===== src/rtl/fpc_pkg.sv =====
package fpc_pkg;
  // Read-select encoding of the host bus
  typedef enum logic {
    SEL_PERIOD = 1'b0,
    SEL_PHASE  = 1'b1
  } rd_sel_e;

  localparam int DEFAULT_CNT_W = 20;
  localparam int DEFAULT_SYNC  = 2;
endpackage


===== src/rtl/fpc_edge_sync.sv =====
// Synchronizer chain followed by a rising-edge detector.
module fpc_edge_sync #(
  parameter int STAGES = 2
) (
  input  logic clk,
  input  logic rst,
  input  logic din,
  output logic rise
);
  logic [STAGES-1:0] chain_q;
  logic              last_q;

  always_ff @(posedge clk) begin
    if (rst) begin
      chain_q <= '0;
      last_q  <= 1'b0;
    end else begin
      chain_q <= {chain_q[STAGES-2:0], din};
      last_q  <= chain_q[STAGES-1];
    end
  end

  assign rise = chain_q[STAGES-1] & ~last_q;
endmodule


===== src/rtl/fpc_sat_counter.sv =====
// Running fill counter: restart loads 1, otherwise counts up and holds at the top.
module fpc_sat_counter #(
  parameter int W = 20
) (
  input  logic         clk,
  input  logic         rst,
  input  logic         restart,
  output logic [W-1:0] count,
  output logic         at_top
);
  localparam logic [W-1:0] TOP = {W{1'b1}};

  always_ff @(posedge clk) begin
    if (rst)               count <= '0;
    else if (restart)      count <= {{(W-1){1'b0}}, 1'b1};
    else if (count != TOP) count <= count + 1'b1;
  end

  // High when the counter would have passed the top this cycle
  assign at_top = (count == TOP) && !restart;
endmodule


===== src/rtl/fpc_capture.sv =====
// Window tracking, per-cycle latching and status flags.
module fpc_capture #(
  parameter int W = 20
) (
  input  logic         clk,
  input  logic         rst,
  input  logic         a_rise,
  input  logic         b_rise,
  input  logic [W-1:0] per_cnt,
  input  logic [W-1:0] ph_cnt,
  input  logic         per_top,
  input  logic         ph_top,
  output logic [W-1:0] per_hold,
  output logic [W-1:0] ph_hold,
  output logic         data_ok,
  output logic         ovf
);
  localparam logic [W-1:0] TOP = {W{1'b1}};

  logic         armed_q;
  logic         window_q;
  logic         got_q;
  logic [W-1:0] ph_meas_q;

  always_ff @(posedge clk) begin
    if (rst) begin
      armed_q   <= 1'b0;
      window_q  <= 1'b0;
      got_q     <= 1'b0;
      ph_meas_q <= '0;
      per_hold  <= '0;
      ph_hold   <= '0;
      data_ok   <= 1'b0;
      ovf       <= 1'b0;
    end else begin
      if (a_rise) begin
        armed_q <= 1'b1;
        if (armed_q) begin
          per_hold <= per_cnt;
          ph_hold  <= got_q ? ph_meas_q : TOP;
          data_ok  <= 1'b1;
          if (!got_q) ovf <= 1'b1;
        end
        if (b_rise) begin
          window_q  <= 1'b0;
          got_q     <= 1'b1;
          ph_meas_q <= '0;
        end else begin
          window_q <= 1'b1;
          got_q    <= 1'b0;
        end
      end else if (b_rise && window_q) begin
        window_q  <= 1'b0;
        got_q     <= 1'b1;
        ph_meas_q <= ph_cnt;
      end
      if ((armed_q && per_top) || (window_q && ph_top)) ovf <= 1'b1;
    end
  end
endmodule


===== src/rtl/fill_phase_counter.sv =====
module fill_phase_counter #(
  parameter int CNT_W       = fpc_pkg::DEFAULT_CNT_W,
  parameter int SYNC_STAGES = fpc_pkg::DEFAULT_SYNC
) (
  input  logic             clk,
  input  logic             rst,
  input  logic             sig_a,
  input  logic             sig_b,
  input  logic             rd_en,
  input  logic             rd_sel,
  output logic [CNT_W-1:0] rd_data,
  output logic             data_ok,
  output logic             ovf
);
  logic             a_rise, b_rise;
  logic [CNT_W-1:0] per_cnt, ph_cnt;
  logic             per_top, ph_top;
  logic [CNT_W-1:0] per_hold, ph_hold;

  fpc_edge_sync #(.STAGES(SYNC_STAGES)) u_sync_a (
    .clk(clk), .rst(rst), .din(sig_a), .rise(a_rise));
  fpc_edge_sync #(.STAGES(SYNC_STAGES)) u_sync_b (
    .clk(clk), .rst(rst), .din(sig_b), .rise(b_rise));

  fpc_sat_counter #(.W(CNT_W)) u_per_cnt (
    .clk(clk), .rst(rst), .restart(a_rise), .count(per_cnt), .at_top(per_top));
  fpc_sat_counter #(.W(CNT_W)) u_ph_cnt (
    .clk(clk), .rst(rst), .restart(a_rise), .count(ph_cnt), .at_top(ph_top));

  fpc_capture #(.W(CNT_W)) u_cap (
    .clk(clk), .rst(rst), .a_rise(a_rise), .b_rise(b_rise),
    .per_cnt(per_cnt), .ph_cnt(ph_cnt), .per_top(per_top), .ph_top(ph_top),
    .per_hold(per_hold), .ph_hold(ph_hold), .data_ok(data_ok), .ovf(ovf));

  always_ff @(posedge clk) begin
    if (rst)                            rd_data <= '0;
    else if (!rd_en)                    rd_data <= '0;
    else if (rd_sel == fpc_pkg::SEL_PHASE) rd_data <= ph_hold;
    else                                rd_data <= per_hold;
  end
endmodule


===== config.mk =====
export PLATFORM = sky130hd
export DESIGN_NAME = fill_phase_counter
export DESIGN_NICKNAME = d
export VERILOG_FILES = /design/src/rtl/fpc_pkg.sv /design/src/rtl/fpc_edge_sync.sv /design/src/rtl/fpc_sat_counter.sv /design/src/rtl/fpc_capture.sv /design/src/rtl/fill_phase_counter.sv
export SDC_FILE = /design/constraint.sdc
export NUM_CORES = 1
export LEC_CHECK = 0
export CORE_AREA = 2 2 89 155
export CTS_CLUSTER_DIAMETER = 30
export DETAILED_ROUTE_END_ITERATION = 8
export DIE_AREA = 0 0 91 157
export DONT_BUFFER_PORTS = 1
export PLACE_DENSITY = 0.61
export RECOVER_POWER = 25
export SYNTH_ARGS = -nofsm -noshare
export SYNTH_HDL_FRONTEND = slang
export SYNTH_SLANG_ARGS = --single-unit

===== constraint.sdc =====
create_clock -name clk -period 1.9 [get_ports clk]
set_input_delay 0.095 -clock clk [delete_from_list [all_inputs] [get_ports clk]]
set_output_delay 0.095 -clock clk [all_outputs]
set_load 0.05 [all_outputs]

; After elaboration in Yosys (flattened, before gate mapping)
; Index checks and enable logic that the tools add are counted.
[totals]
reg_bits = 131
in_bits = 6
[op_classes]
n_eq_ne = 6
mux = 19
reduce_logical = 17
bitwise_logic = 5
add_sub_neg = 2
[ops]
columns = op, count
row1 = 20-bit two-way mux, 5
row2 = 20-bit by 1-bit adder with 20-bit output (second input constant), 2
row3 = 20-bit == test (second input constant), 2
row4 = 20-bit != test (second input constant), 2
row5 = 1-bit two-way mux, 14
row6 = 2-bit nonzero test, 5
row7 = 1-bit logical AND, 5
row8 = 2-bit AND reduction, 2
row9 = 2-bit OR reduction, 2
row10 = 1-bit inverter, 3
row11 = 3-bit AND reduction, 1
row12 = 1-bit bitwise AND, 2
row13 = 2-bit by 1-bit != test with 1-bit output (second input constant), 1
row14 = 2-bit != test (second input constant), 1
row15 = 1-bit zero test, 1
row16 = 1-bit logical OR, 1

; Logic depth before layout (Yosys ltp)
; Gate-level depths: netlist of run 1.
[logic_depth]
depth_word = 8
mapped_depth = 7

; By module
; A second synthesis of run 1 with hierarchy kept.
[hier_totals]
cells_unflattened = 611
area_unflattened_um2 = 5544.1
[by_module_without_submodules]
columns = module, cells_per_inst, n_inst, area_each_um2, seq_area_each_um2
row1 = fpc_capture, 286, 1, 2595.0, 1301.2
row2 = fpc_sat_counter, 123, 2, 1029.7, 400.4
row3 = fill_phase_counter, 65, 1, 714.4, 400.4
row4 = fpc_edge_sync, 7, 2, 87.6, 60.1

; Worst setup path before layout of run 1
; OpenSTA, ideal clock, no wires.
[synth_timing]
path_type = flip-flop to flip-flop
startpoint = register u_ph_cnt.count[0]
endpoint = register u_ph_cnt.count[0]
stages_incl_launch_ff = 8
setup_slack_ps = 158
synth_period_minus_slack_ps = 1742
n_path_buf = 1
arrival_time_ps = 1610
path_cell_list = dfxtp_1 -> ha_1 -> and4_1 -> buf_4 -> nand2_2 -> or4_4 -> xnor2_1 -> a21oi_1
[synth_between]
elab_chain_cells = 3
word_cells_on_any_way = 5
[synth_lines]
columns = element, line_no
row1 = "start, declared", fpc_sat_counter.sv:8  ; output logic [W-1:0] count,
row2 = "start signal, assigned", fpc_sat_counter.sv:15  ; else if (restart) count <= {{(W-1){1'b0}}, 1'b1};
row3 = "start signal, assigned", fpc_sat_counter.sv:16  ; else if (count != TOP) count <= count + 1'b1;
row4 = 20-bit by 1-bit adder with 20-bit output, fpc_sat_counter.sv:16
row5 = 1-bit two-way mux, fpc_sat_counter.sv:16
row6 = 1-bit two-way mux, fpc_sat_counter.sv:15
; Several ways; a longest one is shown, not always the timed one. The select of a mux whose other input is x is not followed.
; A chain may end at the register's enable or synchronous reset.

; Worst setup path in the final report of run 1
[layout_timing]
startpoint = register u_per_cnt.count[10]
endpoint = register u_per_cnt.count[5]
[layout_between]
elab_chain_cells = 1
[layout_lines]
columns = element, line_no
row1 = "start, declared", fpc_sat_counter.sv:8
row2 = "start signal, assigned", fpc_sat_counter.sv:15
row3 = "start signal, assigned", fpc_sat_counter.sv:16
row4 = 20-bit != test, fpc_sat_counter.sv:16
; Every way passes these cells.

==> summary.md, run 1 <==
| Metric | Value |
|---|---|
| Initial core utilization | `0.395` |
| Final net count | `approximately 590` |
| Die area | `14300 um2` |
| CORE AREA | `12900 um2` |
| Pre-antenna DRT Iters | `5` |
| Wirelength per Cell | `15.9 um` |
| Detail Placement HPWL | `8320 um` |
| DRT iter0 DRCs | `187` |
| Post-synth top flop | `dfxtp_1` |
| CTS max path bufs | `2` |
| Async SR Flop Fraction | `0` |
| Crit path time final | `1810 ps` |
| IO buf count | `0` |
| Top-Level Pins | `28` |
| Register area share after synthesis | `0.514` |
| Vias in the first global route | `3896` |
| Fin area | `approximately 6100 um2` |
| Pwr Total | `6200 uW` |
| Chip height | `157 um` |
| GRT Resource Usage Total | `0.178` |
| CTS clk-pin slew, worst paths | `60 ps` |
| P per Cell Area | `roughly 1000 nW/um2` |
| Multi-input gate area | `2340 um2` |
| Post-Syn Area | `5100 um2` |
| Fraction of layout cells with a size suffix above 1 | `0.124` |
| CTS tree | `yes` |
| Number of antenna violations at the first check in global routing | `0` |
| Outcome | `finished, final reports clean` |
| Antenna-violating nets left | `0` |
| Final worst-path cycle share | `0.951` |
| Category of the critical setup timing path | `reg -> reg` |
| First-pass GRT wire length | `a little under 20000 um` |
| RSZ-0062 raised after global routing | `yes` |
| Leak pwr | `around 0.0022 uW` |
| Synth Area per Inst | `9.10 um2` |
| Hold Crit Class | `in -> reg` |
| Final Max Slew Viols | `0` |
| Yosys cell types | `47` |
| Worst setup SP type | `flip-flop` |
| Largest net degree at the start of global routing | `55` |
| Via-per-instance ratio | `5.26` |
| CTS H-Tree Depth | `4` |
| Finish-stage setup viols | `0` |
| CP required | `2200 ps` |
| Slew headroom | `0.507` |
| Wirelength, routed | `between 10000 and 15000 um` |
| Maxcap violations | `0` |
| Clk sinks | `131` |
| Critical Path AT | `between 2000 and 2500 ps` |
| Setup crit end kind | `flip-flop` |
| Area Growth Syn to Fin | `18.8%` |
| Total global routing overflow | `0` |
| Clk root buf | `clkbuf_16` |
| Via count of the routed design | `roughly 4000` |
| Fill cell count | `1253` |
| Die W | `just over 90 um` |
| GP Congestion | `0.837` |
| FP Rows | `55` |
| YS warnings | `0` |
| Final hold vios | `0` |
| Post-synth EDFFs | `0` |
| Peak supply drop | `0.000550 V` |
| Drt drc | `0` |
| Number of diodes | `0` |
| Cells after synthesis | `about 560` |
| Placed cell areas | `5400 um2` |
| Skew-Pair Late Insertion Delay | `420 ps` |
| Cts bufs inserted | `17` |
| Fmax | `approximately 550 MHz` |
| CP Max Fanout | `7` |
| Post-CTS setup buffers | `0` |
| Register area | `2620 um2` |
| Least-Margin Pin Slew | `739 ps` |
| Clock Skews | `10.5 ps` |
| Syn_nets | `569` |
| Count of state elements after synthesis | `131` |
==> sequential cells by signal (all words and copies together), names as in the netlist <==
signal            cells
u_cap.data_ok         1
u_cap.ph_hold        20
u_sync_a.last_q       1
u_sync_a.chain_q      2
u_per_cnt.count      20
u_sync_b.chain_q      2
u_cap.window_q        1
u_cap.ph_meas_q      20
u_sync_b.last_q       1
u_ph_cnt.count       20
u_cap.ovf             1
u_cap.per_hold       20
rd_data              20
u_cap.armed_q         1
u_cap.got_q           1
==> power by group <==
part	internal, uW	total (uW)	leakage [uW]	switching (uW)
Combinational	73.9	185	0.000839	111
Sequential	2770	2790	0.00106	21.2
Clock	1860	3220	0.000276	1360
Total	4710	6200	0.00217	1490
==> worst max-delay path: stages, from the launching register on <==
cell	delay (ps)
dfxtp_1	430
nand4_1	310
nor3_2	410
buf_4	230
a211oi_1	100
xnor2_1	160
nor2_1	50
==> metrics by stage <==
stage	utilization	cells	setup TNS [ps]	setup WS (ps)	hold slack, ps
after detailed placement	0.417	725	-5.35	-4.22	181
final	0.469	762	0	94.0	47.0
after CTS	0.468	762	0	82.2	33.4
after floorplan	-	561	0	158	223
after global placement	0.417	725	0	47.1	179
after global routing	0.469	762	-124	-45.3	61.5
==> synthesized netlist by cell type, drive strengths merged, types with 12 or more instances <==
| cell | n | area [um2] |
|---|---|---|
| nor2 | 77 | 289 |
| nor3 | 32 | 170 |
| nand4 | 12 | 81.3 |
| dfxtp | 131 | 2620 |
| clkbuf | 20 | 75.1 |
| nor3b | 21 | 158 |
| xnor2 | 15 | 131 |
| a22o | 19 | 166 |
| a21oi | 36 | 180 |
| nand3 | 22 | 115 |
| mux2i | 22 | 220 |
| buf | 15 | 78.8 |
| nand2 | 60 | 230 |
| xor2 | 14 | 123 |
==> final cells by class <==
cell class                 count  area share
clock buffer                  17      0.0701
clock inverter                15      0.0268
inverter                       3     0.00186
multi-input combinational    392       0.385
sequential                   131       0.432
tap                          171      0.0353
timing repair buffer          33      0.0485
==> logic make-up (layout without fill, tap and decap cells) <==
kind of cell,count (synthesis),count (layout),synth area share
AOI/OAI and AO/OA,77,77,0.0949
adders and majority gates,2,2,0.00490
DFF,131,131,0.514
xor gates and xnor gates,29,29,0.0498
muxes,22,22,0.0431
and+or+nand+nor,262,262,0.261
buffers and inverters,38,68,0.0324
==> cell usage in the layout (no fill, tap or decap), drive strengths merged, types with 2 or more instances in the layout <==
cell type	n
clkbuf	20
nand2b	3
mux2i	22
and3	6
a21oi	36
and2	2
nor3	32
nand2	60
o21ai	10
nor4	6
nor2	77
buf	27
ha	2
a211oi	3
a22o	19
nand4	12
dfxtp	131
nand3	22
nor3b	21
clkinvlp	4
and4	4
xor2	14
xnor2	15
dlygate4sd3	3
nor2b	10
a31oi	4
inv	12
==> final timing paths <==
path	from	end	slack, ps	cells after the start
worst max-delay path	u_per_cnt.count[10]	u_per_cnt.count[5]	90	6
worst min-delay path	rst	u_cap.ph_meas_q[11]	50	2
worst max register to register	u_per_cnt.count[10]	u_per_cnt.count[5]	90	6
worst min register to register	u_sync_b.chain_q[0]	u_sync_b.chain_q[1]	440	1
==> repair_timing <==
item | 4_1_cts | 5_1_grt
endpoints found under the hold margin | 74 | 0
hold buffers | 5 | 0
gates resized for setup | 1 | 3
pin swaps | 0 | 0
endpoints found under the setup margin | 9 | 7
==> routing by layer <==
metal  vias to the layer above  track usage  routed length, um
li1                       1982            -                  -
met1                      1901        0.185               4700
met2                        96        0.323               6490
met3                        30       0.0416                374
met4                         0        0.104                553
met5                         -            0                  0
(Power assumes the default switching activity.)
==> run 2: changes to the inputs <==
- ABC_AREA: default -> 1
- CORE_AREA: 2 2 89 155 -> 2 2 91 159
- DIE_AREA: 0 0 91 157 -> 0 0 93 161
==> summary.md, run 2 <==
| Metric | Value |
|---|---|
| Internal | `4700 uW` |
| Reg2reg path depth | `8` |
| DRT iter0 DRCs | `around 240` |
| Number of antenna violations at the first check in global routing | `0` |
| Number of diodes | `0` |
| Pre-antenna DRT Iters | `5` |
| Placed Cells | `872` |
| Async SR Flop Fraction | `0` |
| Least-Margin Pin Slew | `1450 ps` |
| Clk root buf | `clkbuf_16` |
| Psw | `1520 uW` |
| Outcome | `finished, final reports clean` |
| Cells after synthesis | `713` |
| Placed cell areas | `5530 um2` |
| Area Growth Syn to Fin | `15.0%` |
| Final Max Slew Viols | `0` |
| Via count of the routed design | `4609` |
| Yosys top cell area share | `0.490` |
| R2R Path End | `u_ph_cnt.count[1]` |
| YS warnings | `0` |
| TNS Setup | `0 ps` |
| Most frequent cells after synthesis | `nand2_1 (149), dfxtp_1 (131), nor2_1 (84)` |
| Most frequent cells in the layout | `nand2_1 (149), dfxtp_1 (131), nor2_1 (85)` |
| Switch share | `0.244` |
| Syn_nets | `roughly 720` |
| Final core utilization | `0.450` |
| Fill cell count | `1415` |
| Largest cells by area after synthesis | `dfxtp_1 (49%), nand2_1 (10%), nor2_1 (5.9%), a21oi_1 (5.6%), o21ai_0 (5.6%)` |
| Via-per-instance ratio | `5.06` |
| Power share of the combinational group | `0.030` |
| Fmax | `just under 600 MHz` |
| R2R setup slack | `170 ps` |
| GRT Resource Usage Total | `0.185` |
| Crit path time final | `1730 ps` |
| Top-Level Pins | `28` |
| GP Congestion | `roughly 0.92` |
| Skew-Pair Late Insertion Delay | `420 ps` |
| Multi-input gate area | `roughly 2300 um2` |
| RSZ-0062 raised after global routing | `no` |
| Synth Area per Inst | `roughly 7.5 um2` |
| Vias in the first global route | `4505` |
| Slew headroom | `0.0332` |
| Post-synth EDFFs | `0` |
| Wirelength per Cell | `around 14 um` |
| Met2 Wirelength | `6940 um` |
| CP required | `2210 ps` |
| Cell family with most CP delay | `simple AND/OR/NAND/NOR gates` |
| Die area | `15000 um2` |
| CTS max path bufs | `2` |
| Leak pwr | `0.00229 uW` |
| Fraction of layout cells with a size suffix above 1 | `0.0941` |
| Worst path slowest cell | `dfxtp_1` |
| Die W | `93 um` |
| Drt drc | `0` |
| Sequential fraction of design power | `0.454` |
| CTS tree | `yes` |
| Chip height | `approximately 160 um` |
| FP Rows | `57` |
| Leading cell type in the layout, fill and taps excluded | `nand2_1` |
| Peak supply drop | `0.000514 V` |
| Post-CTS setup buffers | `0` |
| Hold Path Stages | `3` |
| Finish-stage setup viols | `0` |
| Count of state elements after synthesis | `around 130` |
| Critical Path AT | `about 2000 ps` |
| Routed met3 length | `410 um` |
| P per Cell Area | `approximately 1000 nW/um2` |
| Total global routing overflow | `0` |
| Maxcap violations | `0` |
| Top cell type by total area after synthesis | `dfxtp_1` |
| Fin area | `6160 um2` |
| Register area share after synthesis | `0.490` |
| Initial core utilization | `0.391` |
| Clock Skews | `between 10 and 15 ps` |
| Register area | `2620 um2` |
| Cts bufs inserted | `17` |
| CP Cell Sequence | `ha_1 > inv_1 > nor2_4 > nand2_4 > nor2_4 > nand2_4 > o21ai_0 > nor2_1` |
| Finished Layout Cells | `910` |
| Max layer used | `met4` |
| # resized after CTS | `0` |
| Worst setup SP type | `flip-flop` |
| Most frequent cell after synthesis | `nand2_1` |
| Worst hold slack | `96.8 ps` |
| # hold bufs at CTS | `6` |
| Antenna-violating nets left | `0` |
| Post-synth top flop | `dfxtp_1` |
| Final net count | `728` |
| Hold_sp | `rst` |
| Setup crit end kind | `flip-flop` |
| Worst path max stage delay | `400 ps` |
| First-pass GRT wire length | `around 22000 um` |
| Clk sinks | `131` |
| Clock power share | `0.515` |
| Category of the critical setup timing path | `reg -> reg` |
| CORE AREA | `13700 um2` |
| Final hold vios | `0` |
| Largest net degree at the start of global routing | `36` |
| IO buf count | `0` |
| Yosys cell types | `33` |
| Hold Crit Class | `in -> reg` |
| CP Max Fanout | `16` |
| Detail Placement HPWL | `9670 um` |
| CTS clk-pin slew, worst paths | `60 ps` |
| Wirelength, routed | `13100 um` |
| Hold endpoint | `u_cap.data_ok` |
| WP buf/inv | `1` |
| CTS H-Tree Depth | `4` |
| Post-Syn Area | `5350 um2` |
| Met1 WL | `5050 um` |
| R2R Path Start | `u_ph_cnt.count[1]` |
| Final worst-path cycle share | `0.909` |
run 2: worst max-delay path by stage:
stage	from	to	cells past startpoint	slack, ps
after CTS	u_ph_cnt.count[1]	u_ph_cnt.count[1]	8	180
final	u_ph_cnt.count[1]	u_ph_cnt.count[1]	8	170
after global placement	u_ph_cnt.count[1]	u_ph_cnt.count[1]	8	220
after floorplan	u_ph_cnt.count[0]	u_ph_cnt.count[15]	10	370
after global routing	u_ph_cnt.count[1]	u_ph_cnt.count[0]	9	30
after detailed placement	u_ph_cnt.count[1]	u_ph_cnt.count[1]	8	190
run 2: cells by family after synthesis:
| kind of cell | count (synthesis) | synth area share |
|---|---|---|
| AND/OR/NAND/NOR | 314 | 0.255 |
| AO/OA/AOI/OAI | 153 | 0.156 |
| flip-flops | 131 | 0.490 |
| buffers and inverters | 104 | 0.0797 |
| XOR/XNOR | 9 | 0.0147 |
| adder cells (fa/ha/maj) | 2 | 0.00467 |
run 2: worst register-to-register path: cells and delay by family (launching register included):
family / cells / cell delay [ps]
adder cells (fa/ha/maj): 1 / 250
buffers and inverters: 1 / 100
flip-flops: 1 / 400
AND/OR/NAND/NOR: 5 / 640
AO/OA/AOI/OAI: 1 / 220
run 2: power by group through the flow:
stage / Clock [uW] / Combinational [uW] / Sequential [uW]
finish: 3200 / 190 / 2830
global route: 3400 / 213 / 2830
detailed placement: 0 / 166 / 2890
global placement: 0 / 165 / 2880
CTS: 3270 / 196 / 2820
floorplan: 0 / 128 / 2880
run 2: layer usage:
layer  vias to the layer above  track usage
met3                        41       0.0322
met1                      2097        0.196
li1                       2344            -
met4                         0        0.120
met5                         -            0
met2                       127        0.331
run 2: per-stage QoR:
stage	setup WS (ps)	power, uW
CTS	183	6290
floorplan	372	3010
global placement	219	3050
finish	172	6220
detailed placement	190	3050
global route	25.5	6450
run 2: final cells by class:
class,count,area share
clock buffers,17,0.0691
inverters,71,0.0435
multi-input cells,478,0.374
well taps,177,0.0360
flip-flops and latches,131,0.426
repair buffers,21,0.0258
clock inverters,15,0.0256
